File: src/rtl/mrx_pkg.sv
package mrx_pkg;
   // one decoded bit event from the timing tracker to the framer
   typedef struct packed {
      logic valid;
      logic value;
   } mrx_bit_t;
endpackage

File: src/rtl/mrx_sync.sv
module mrx_sync #(
   parameter int STAGES = 2
) (
   input  logic clk,
   input  logic rst_n,
   input  logic d_i,
   output logic q_o
);
   logic [STAGES-1:0] chain;

   for (genvar i = 0; i < STAGES; i++) begin : g_stage
      if (i == 0) begin : g_first
         always_ff @(posedge clk)
            if (!rst_n) chain[0] <= 1'b0;
            else        chain[0] <= d_i;
      end else begin : g_next
         always_ff @(posedge clk)
            if (!rst_n) chain[i] <= 1'b0;
            else        chain[i] <= chain[i-1];
      end
   end

   assign q_o = chain[STAGES-1];
endmodule

File: src/rtl/mrx_track.sv
module mrx_track
   import mrx_pkg::*;
#(
   parameter int OSR        = 8,
   parameter int TOL        = 2,
   parameter int LOCK_EDGES = 16,
   parameter int LOSS_CELLS = 2
) (
   input  logic     clk,
   input  logic     rst_n,
   input  logic     samp_i,
   output mrx_bit_t bit_o,
   output logic     track_o,
   output logic     lock_o
);
   localparam int LIMIT = LOSS_CELLS * OSR;
   localparam int SW    = $clog2(LIMIT + 1);
   localparam int RW    = $clog2(LOCK_EDGES + 1);
   localparam logic [SW-1:0] LIM_C  = SW'(LIMIT);
   localparam logic [SW-1:0] WIN_LO = SW'(OSR - TOL - 1);
   localparam logic [SW-1:0] WIN_HI = SW'(OSR + TOL - 1);
   localparam logic [RW-1:0] RUN_C  = RW'(LOCK_EDGES);

   logic          prev_q;
   logic [SW-1:0] since_q;   // cycles since the last accepted centre
   logic [RW-1:0] run_q;     // consecutive accepted centres
   logic          edge_w, in_win, take;

   assign edge_w  = samp_i ^ prev_q;
   assign track_o = (since_q < LIM_C);
   assign in_win  = (since_q >= WIN_LO) && (since_q <= WIN_HI);
   assign take    = edge_w && (!track_o || in_win);

   always_ff @(posedge clk) begin
      if (!rst_n) begin
         prev_q  <= 1'b0;
         since_q <= LIM_C;
         run_q   <= '0;
      end else begin
         prev_q <= samp_i;
         if (take)
            since_q <= '0;
         else if (track_o)
            since_q <= since_q + 1'b1;
         if (take)
            run_q <= !track_o ? RW'(1) : ((run_q == RUN_C) ? run_q : run_q + 1'b1);
         else if (!track_o)
            run_q <= '0;
      end
   end

   assign lock_o      = track_o && (run_q >= RUN_C);
   assign bit_o.valid = take;
   assign bit_o.value = samp_i;
endmodule

File: src/rtl/mrx_frame.sv
module mrx_frame
   import mrx_pkg::*;
#(
   parameter int OSR       = 8,
   parameter int BYTE_W    = 8,
   parameter bit LSB_FIRST = 1'b1
) (
   input  logic              clk,
   input  logic              rst_n,
   input  mrx_bit_t          bit_i,
   input  logic              track_i,
   input  logic              lock_i,
   output logic [BYTE_W-1:0] byte_o,
   output logic              strobe_o,
   output logic              frame_o
);
   localparam int CW = $clog2(BYTE_W);
   localparam int DW = $clog2(OSR + 1);
   localparam logic [CW-1:0] LAST_C = CW'(BYTE_W - 1);

   logic [1:0]        hist_q;
   logic              frame_q;
   logic [CW-1:0]     cnt_q;
   logic [BYTE_W-1:0] sh_q, sh_nx, byte_q;
   logic [DW-1:0]     dly_q;
   logic              gate_w, done_w;

   if (LSB_FIRST) begin : g_lsb
      assign sh_nx = {bit_i.value, sh_q[BYTE_W-1:1]};
   end else begin : g_msb
      assign sh_nx = {sh_q[BYTE_W-2:0], bit_i.value};
   end

   assign gate_w = frame_q && (cnt_q == LAST_C);
   assign done_w = gate_w && bit_i.valid;

   always_ff @(posedge clk) begin
      if (!rst_n) begin
         hist_q  <= '0;
         frame_q <= 1'b0;
         cnt_q   <= '0;
         sh_q    <= '0;
         byte_q  <= '0;
         dly_q   <= '0;
      end else begin
         if (!track_i)
            hist_q <= '0;
         else if (bit_i.valid)
            hist_q <= {hist_q[0], bit_i.value};
         frame_q <= lock_i && (frame_q || (hist_q == 2'b11));
         if (!frame_q)
            cnt_q <= '0;
         else if (bit_i.valid) begin
            sh_q  <= sh_nx;
            cnt_q <= (cnt_q == LAST_C) ? '0 : cnt_q + 1'b1;
         end
         if (done_w) begin
            byte_q <= sh_nx;
            dly_q  <= DW'(OSR);
         end else if (dly_q != '0)
            dly_q <= dly_q - 1'b1;
      end
   end

   assign byte_o   = byte_q;
   assign strobe_o = (dly_q == DW'(1));
   assign frame_o  = frame_q && lock_i;
endmodule

File: src/rtl/mrx_rx.sv
module mrx_rx
   import mrx_pkg::*;
#(
   parameter int OSR         = 8,
   parameter int TOL         = 2,
   parameter int LOCK_EDGES  = 16,
   parameter int LOSS_CELLS  = 2,
   parameter int SYNC_STAGES = 2,
   parameter int BYTE_W      = 8,
   parameter bit LSB_FIRST   = 1'b1
) (
   input  logic              clk,
   input  logic              rst_n,
   input  logic              line_i,
   output logic [BYTE_W-1:0] byte_o,
   output logic              strobe_o,
   output logic              frame_o,
   output logic              lock_o
);
   if (OSR < 4) begin : g_bad_osr
      $error("mrx_rx: OSR must be at least 4");
   end
   if (TOL < 1 || 2 * TOL >= OSR) begin : g_bad_tol
      $error("mrx_rx: TOL must lie in 1 .. OSR/2-1");
   end
   if (LOSS_CELLS < 2 || LOCK_EDGES < 2) begin : g_bad_cnt
      $error("mrx_rx: LOSS_CELLS and LOCK_EDGES must be at least 2");
   end
   if (SYNC_STAGES < 2 || BYTE_W < 2) begin : g_bad_w
      $error("mrx_rx: SYNC_STAGES and BYTE_W must be at least 2");
   end

   logic     samp_w, track_w, lock_w, acc_w;
   mrx_bit_t bit_w;

   mrx_sync #(.STAGES(SYNC_STAGES)) u_sync (
      .clk(clk), .rst_n(rst_n), .d_i(line_i), .q_o(samp_w));

   mrx_track #(.OSR(OSR), .TOL(TOL), .LOCK_EDGES(LOCK_EDGES),
               .LOSS_CELLS(LOSS_CELLS)) u_track (
      .clk(clk), .rst_n(rst_n), .samp_i(samp_w), .bit_o(bit_w),
      .track_o(track_w), .lock_o(lock_w));

   mrx_frame #(.OSR(OSR), .BYTE_W(BYTE_W), .LSB_FIRST(LSB_FIRST)) u_frame (
      .clk(clk), .rst_n(rst_n), .bit_i(bit_w), .track_i(track_w),
      .lock_i(lock_w), .byte_o(byte_o), .strobe_o(strobe_o),
      .frame_o(frame_o));

   assign acc_w  = bit_w.valid;
   assign lock_o = lock_w;
endmodule

File: config.mk
export PLATFORM = sky130hd
export DESIGN_NAME = mrx_rx
export DESIGN_NICKNAME = d
export VERILOG_FILES = /design/src/rtl/mrx_pkg.sv /design/src/rtl/mrx_sync.sv /design/src/rtl/mrx_track.sv /design/src/rtl/mrx_frame.sv /design/src/rtl/mrx_rx.sv
export SDC_FILE = /design/constraint.sdc
export NUM_CORES = 1
export LEC_CHECK = 0
export ABC_AREA = 0
export BUFFER_PORTS_ARGS = -buffer_cell sky130_fd_sc_hd__buf_2
export CORE_ASPECT_RATIO = 1.1
export CORE_UTILIZATION = 50
export CTS_CLUSTER_DIAMETER = 120
export CTS_CLUSTER_SIZE = 24
export DETAILED_ROUTE_END_ITERATION = 7
export PLACE_DENSITY = 0.78
export SKIP_CTS_REPAIR_TIMING = 1
export SYNTH_ARGS = -nofsm -noshare
export SYNTH_HDL_FRONTEND = slang
export SYNTH_SLANG_ARGS = --single-unit
File: constraint.sdc
create_clock -name clk -period 2 [get_ports clk]
set_input_delay 0.6 -clock clk [delete_from_list [all_inputs] [get_ports clk]]
set_output_delay 0.6 -clock clk [all_outputs]
set_load 0.02 [all_outputs]
Word-level counts from Yosys, hierarchy flattened. Cells that the tools add are included.

Register bits: 39.

$add $sub $neg: 4. $lt $le $gt $ge: 4. Eq/ne operators: 6. Multiplexer cells: 9. Bitwise operators: 2. Reductions and logical operators: 19.

Operator list (count): 5-bit two-way mux (6); 5-bit by 1-bit adder with 5-bit output, second input constant (2); 4-bit two-way mux (2); 2-bit AND reduction (4); 1-bit logical AND (7); 5-bit equality test, second input constant (1); 5-bit by 3-bit greater-or-equal comparator with 1-bit output, second input constant (1); 5-bit greater-or-equal comparator, second input constant (1); 5-bit by 4-bit less-or-equal comparator with 1-bit output, second input constant (1); 5-bit less-than comparator, second input constant (1); 4-bit by 1-bit equality test with 1-bit output, second input constant (1); 2-bit != test, second input constant (2); 2-bit nonzero test (2); 4-bit nonzero test (1); 2-bit OR reduction (2); 4-bit by 1-bit subtractor with 4-bit output, second input constant (1); 3-bit by 1-bit adder with 3-bit output, second input constant (1); 3-bit equality test, second input constant (1); 3-bit two-way mux (1); 2-bit equality test, second input constant (1); 1-bit logical OR (2); 1-bit zero test (1); 1-bit inverter (1); 1-bit bitwise XOR (1).

Depth between registers and ports, before layout.
Depth in word-level cells: 6. Mapped depth: 6. Mapped depth without buffers: 5.

Cells and area by module. A second synthesis with hierarchy kept.

Cells, all modules: 195. Area, all modules: 1776.7 um^2.

By module, submodules not included: mrx_frame (instances 1, cells each 116, area each 1068.5 um^2, seq. area each 500.5 um^2); mrx_track (instances 1, cells each 75, area each 655.6 um^2, seq. area each 220.2 um^2); mrx_sync (instances 1, cells each 4, area each 52.6 um^2, seq. area each 40.0 um^2).

Worst setup path before layout. OpenSTA, ideal clock, no wires.

Kind: reg-to-output. From: register u_track.since_q[4]. To: output frame_o. Arrival time: 1.131 ns. Data required time: 1.400 ns. Path slack: 0.269 ns. Cell stages (with the launch flop): 3. Path buffers: 0. Cells stage by stage: dfxtp_1 > nor2b_1 > and2_1.

Cells in the longest elaborated chain, start to end: 3.

Ends and longest elaborated chain: from (decl) (RTL line mrx_track.sv:25) `logic [SW-1:0] since_q;`; from (signal assigned) (RTL line mrx_track.sv:44) `since_q <= since_q + 1'b1;`; 5-bit less-than comparator (RTL line mrx_track.sv:30) `assign track_o = (since_q < LIM_C);`; 1-bit logical AND (RTL line mrx_track.sv:52) `assign lock_o = track_o && (run_q >= RUN_C);`; via lock_o (RTL line mrx_rx.sv:18) `output logic lock_o`; 1-bit logical AND (RTL line mrx_frame.sv:67) `assign frame_o = frame_q && lock_i;`; to (decl) (RTL line mrx_rx.sv:17) `output logic frame_o,`.

The timed path passes the listed nets, and every way through them passes these cells.

Worst setup path in the final report.
From: register u_track.since_q[1]. To: register u_frame.dly_q[1].

Cells in the longest elaborated chain, start to end: 6. Elaborated cells on any way between the ends: 9. Classes of those cells: order compare (3); reduce/logical (6).

Ends and longest elaborated chain: 5-bit less-than comparator (tied with other cells) (RTL line mrx_track.sv:30); 1-bit zero test / 1-bit logical AND (equally long branches); 1-bit logical OR * (RTL line mrx_track.sv:32) `assign take = edge_w && (!track_o || in_win);`; 1-bit logical AND * (RTL line mrx_track.sv:32); 1-bit logical AND * (RTL line mrx_frame.sv:35) `assign done_w = gate_w && bit_i.valid;`; 2-bit OR reduction (no line) *; to (signal assigned) (RTL line mrx_frame.sv:59) `dly_q <= DW'(OSR);`; to (signal assigned) (RTL line mrx_frame.sv:61) `dly_q <= dly_q - 1'b1;`; to (decl) (RTL line mrx_frame.sv:25) `logic [DW-1:0] dly_q;`.

Every way passes the cells marked *; elsewhere a longest branch is shown, timed or not. A chain may end at the register's enable or synchronous reset.

==> impl_metrics.prom <==
# TYPE chip_impl_metric gauge
chip_impl_metric{name="grt.overflow.total",unit=""} 0
chip_impl_metric{name="drv_slew",unit=""} 0
chip_impl_metric{name="vias_per_cell",unit=""} 5.468
chip_impl_info{name="primary_ff_master_synth",value="dfxtp_1"} 1
chip_impl_metric{name="synth_edf_count",unit=""} 0
chip_impl_metric{name="fin_area",unit="um^2"} 2076
chip_impl_metric{name="portBuffers",unit=""} 13
chip_impl_metric{name="number_of_filler_cells_placed_in_the_layout",unit=""} 317
chip_impl_info{name="tritoncts",value="yes"} 1
chip_impl_metric{name="number_of_instances_in_the_synthesized_netlist",unit=""} 199
chip_impl_metric{name="die_area",unit="um^2"} 4000
chip_impl_metric{name="setup-violations-final",unit=""} 0
chip_impl_info{name="synth.cells.most_frequent",value="38 x dfxtp_1, 25 x nand2_1, 14 x a21oi_1"} 1
chip_impl_info{name="status",value="complete, no violations"} 1
chip_impl_metric{name="vias",unit=""} 1449
chip_impl_metric{name="yosys.cell_types.count",unit=""} 42
chip_impl_metric{name="synth_async_sr_flop_share",unit=""} 0
chip_impl_metric{name="cellLeakagePower",unit="uW"} 0.0008012
chip_impl_metric{name="worst_slew_pin_slew",unit="ns"} 0.5595
chip_impl_metric{name="syn-cell-area",unit="um^2"} 1876
chip_impl_metric{name="floorplan.die.width",unit="um"} 60.40
chip_impl_metric{name="clock_tree.htree_level_count",unit=""} 2
chip_impl_metric{name="n_antenna_cell",unit=""} 0
chip_impl_metric{name="grt_usage",unit=""} 0.2000
chip_impl_metric{name="timing.hold.worst_path_depth",unit=""} 1
chip_impl_metric{name="r2r_cells",unit=""} 6
chip_impl_metric{name="die_y",unit="um"} 66.24
chip_impl_info{name="critical_path.slowest_cell",value="nor4_4"} 1
chip_impl_info{name="type_of_the_worst_setup_path",value="reg -> reg"} 1
chip_impl_metric{name="number_of_register_bits_inferred_by_synthesis",unit=""} 38
chip_impl_metric{name="syn-num-nets",unit=""} 211
chip_impl_metric{name="hold_ws",unit="ns"} 0.4464
chip_impl_info{name="synthDominantAreaCellType",value="dfxtp_1"} 1
chip_impl_info{name="worstPathCellList",value="inv_1 -> ha_1 -> nor4_4 -> nor3b_4 -> buf_12 -> a2111oi_0"} 1
chip_impl_metric{name="fmax",unit="GHz"} 0.5247
chip_impl_metric{name="fin_crit_sh",unit=""} 0.9529
chip_impl_metric{name="grt_max_degree",unit=""} 19
chip_impl_metric{name="fin_util",unit=""} 0.5985
chip_impl_metric{name="yosysTopAreaCellShare",unit=""} 0.4056
chip_impl_metric{name="critPathMaxFanout",unit=""} 12
chip_impl_info{name="critPathCapture",value="u_frame.dly_q[1]$_SDFFE_PP0P_"} 1
chip_impl_metric{name="detail_route.wirelength",unit="um"} 3491
chip_impl_metric{name="grt_antenna_before_repair",unit=""} 0
chip_impl_metric{name="cts_buffers",unit=""} 5
chip_impl_info{name="synth_top_family_by_area",value="compound AO/OA/AOI/OAI gates"} 1
chip_impl_metric{name="layout.cells.non_filler",unit=""} 265
chip_impl_metric{name="dpl_cell_area",unit="um^2"} 1993
chip_impl_metric{name="cp_data_arrival_time",unit="ns"} 2.12
chip_impl_metric{name="synth.yosys.warnings",unit=""} 0
chip_impl_info{name="hp-class",value="reg -> reg"} 1
chip_impl_metric{name="post-route-min-period",unit="ns"} 1.906
chip_impl_metric{name="floorplan.core_area",unit="um^2"} 3468
chip_impl_info{name="ys_top_cells_by_area",value="dfxtp_1 41%, ha_1 6.0%, nand2_1 5.0%"} 1
chip_impl_metric{name="final.setup_skew",unit="ns"} 0.005150
chip_impl_metric{name="multi_input_comb_area",unit="um^2"} 1022
chip_impl_info{name="hp-start",value="u_sync.chain[0]$_SDFF_PN0_"} 1
chip_impl_metric{name="fin_nets",unit=""} 229
chip_impl_metric{name="first_global_vias",unit=""} 1329
chip_impl_metric{name="synthToLayoutAreaGrowth",unit="%"} 10.67
chip_impl_metric{name="timing.critical_path.required",unit="ns"} 2.22
chip_impl_metric{name="tritoncts_num_sinks",unit=""} 38
chip_impl_metric{name="reg2reg_slack",unit="ns"} 0.09
chip_impl_info{name="worstReg2RegStart",value="u_track.since_q[1]$_SDFFE_PP0N_"} 1
chip_impl_metric{name="place_congestion",unit=""} 0.7760
chip_impl_metric{name="clk_latency",unit="ns"} 0.33
chip_impl_info{name="post-synth-top-count-cell",value="dfxtp_1"} 1
chip_impl_info{name="critical_path.reg2reg.endpoint",value="u_frame.dly_q[1]$_SDFFE_PP0P_"} 1
chip_impl_metric{name="numPlacedInstances",unit=""} 255
chip_impl_metric{name="count_of_endpoints_failing_hold_in_the_final_timing_report",unit=""} 0
chip_impl_metric{name="dp_hpwl",unit="um"} 2484
chip_impl_metric{name="cp_num_cells",unit=""} 6
chip_impl_metric{name="muxShareOfSynthArea",unit=""} 0.04803
chip_impl_metric{name="floorplan.io_pins",unit=""} 14
chip_impl_metric{name="critical-path-max-stage-delay",unit="ns"} 0.46
chip_impl_metric{name="detail_route.drc_violations",unit=""} 0
chip_impl_metric{name="grt_first_pass_wirelength",unit="um"} 5934
chip_impl_metric{name="sequential_element_share_of_the_synthesized_area",unit=""} 0.4056
chip_impl_metric{name="postSynthAreaPerCell",unit="um^2"} 9.425
chip_impl_metric{name="maxCapViolCount",unit=""} 0
chip_impl_metric{name="synth_simple_gate_area_share",unit=""} 0.1815
chip_impl_metric{name="power_density",unit="nW/um^2"} 723.3
chip_impl_metric{name="drive_above_1_share",unit=""} 0.1797
chip_impl_metric{name="floorplan.initialDensity",unit=""} 0.5408
chip_impl_metric{name="relSlewSlack",unit=""} 0.6250
chip_impl_metric{name="yosys.area_share.xor_xnor",unit=""} 0.05270
chip_impl_metric{name="path_buf_inv",unit=""} 2
chip_impl_info{name="clock_root_buffer",value="clkbuf_4"} 1
chip_impl_info{name="critical_path.startpoint_type",value="flip-flop"} 1
chip_impl_metric{name="final_antenna_violating_net_count",unit=""} 0
chip_impl_info{name="setup.worst_path.start",value="u_track.since_q[1]$_SDFFE_PP0N_"} 1
chip_impl_info{name="cpLargestDelayFamily",value="simple AND/OR/NAND/NOR gates"} 1
chip_impl_info{name="critical_path_endpoint_category",value="flip-flop"} 1
chip_impl_metric{name="adder_cell_fraction_of_synth_area",unit=""} 0.06004
chip_impl_metric{name="cts.path.max_buffers",unit=""} 2
chip_impl_metric{name="post_drt_wl_per_cell",unit="um"} 13.17
chip_impl_metric{name="seqCellArea",unit="um^2"} 760.7
chip_impl_metric{name="vdd.ir_drop.worst",unit="mV"} 0.4157
chip_impl_metric{name="fp-row-count",unit=""} 22
chip_impl_metric{name="drtPass1Iterations",unit=""} 4
chip_impl_metric{name="synth-compound-area-share",unit=""} 0.2015
chip_impl_metric{name="cts_clk_pin_slew_worst_paths",unit="ns"} 0.10
chip_impl_metric{name="dr_iter_0_viols",unit=""} 60
metal layers:
layer  GRT usage  wire length (um)  part of all wire  vias to the layer above
met1      0.2410              1640              0.47                      685
li1            -                 -                 -                      734
met4     0.08430                53             0.015                        0
met3     0.05284               123             0.035                        5
met2      0.3283              1674              0.48                       25
met5           0                 0                 0                        -
power by group:
part	internal, uW	switching, uW	leakage, uW
clock	133	230	0.0000254
sequential	801	41.9	0.000308
combinational	128	168	0.000468
total	1060	440	0.000801
per-stage QoR:
stage | power, uW | setup WS [ns] | setup TNS [ns]
after floorplan | 1087 | 0.2693 | 0
after global placement | 1148 | 0.1197 | 0
after detailed placement | 1155 | -0.01775 | -0.01775
after CTS | 1517 | -0.03142 | -0.03290
after global routing | 1606 | -0.01378 | -0.01378
final | 1501 | 0.09413 | 0
state kept, by name, summed over array words and instances (netlist names):
| register | cells |
|---|---|
| u_frame.dly_q | 4 |
| u_frame.frame_q | 1 |
| u_frame.hist_q | 2 |
| u_track.run_q | 5 |
| u_track.prev_q | 1 |
| u_frame.cnt_q | 3 |
| u_frame.byte_o | 8 |
| u_sync.chain | 1 |
| u_frame.sh_q | 7 |
| u_sync.q_o | 1 |
| u_track.since_q | 5 |
layout make-up:
type,instances,share of cell area
flip-flops and latches,38,0.3665
repair buffers,21,0.07233
inverters,10,0.01808
well taps,48,0.02893
clock buffers,7,0.02170
multi-input cells,141,0.4925
worst min-delay path by stage:
stage | to | slack [ns]
final | u_sync.q_o$_SDFF_PN0_ | 0.45
after global routing | u_sync.chain[0]$_SDFF_PN0_ | 0.46
after CTS | u_sync.chain[0]$_SDFF_PN0_ | 0.44
after detailed placement | u_sync.q_o$_SDFF_PN0_ | 0.42
after global placement | u_sync.q_o$_SDFF_PN0_ | 0.42
after floorplan | u_sync.q_o$_SDFF_PN0_ | 0.41
cell families after synthesis:
kind of cell | count (synthesis)
DFF | 38
xor gates and xnor gates | 7
muxes | 9
and+or+nand+nor | 66
adders and majority gates | 9
AOI/OAI and AO/OA | 50
buffers and inverters | 20
cell usage in the layout (no fill, tap or decap), drive strengths merged, types with 2 or more instances in the layout:
master,count
o211ai,7
inv,10
nand3,7
a21oi,14
a2111oi,2
nand4,3
mux2i,9
o21a,2
dfxtp,38
clkbuf,7
and2,5
a31oi,2
nor3,4
nor2b,3
buf,21
or3,3
a41o,2
xnor2,2
ha,9
xor2,5
o21ai,12
nor2,13
nand2,25
(Power assumes the default switching activity.)
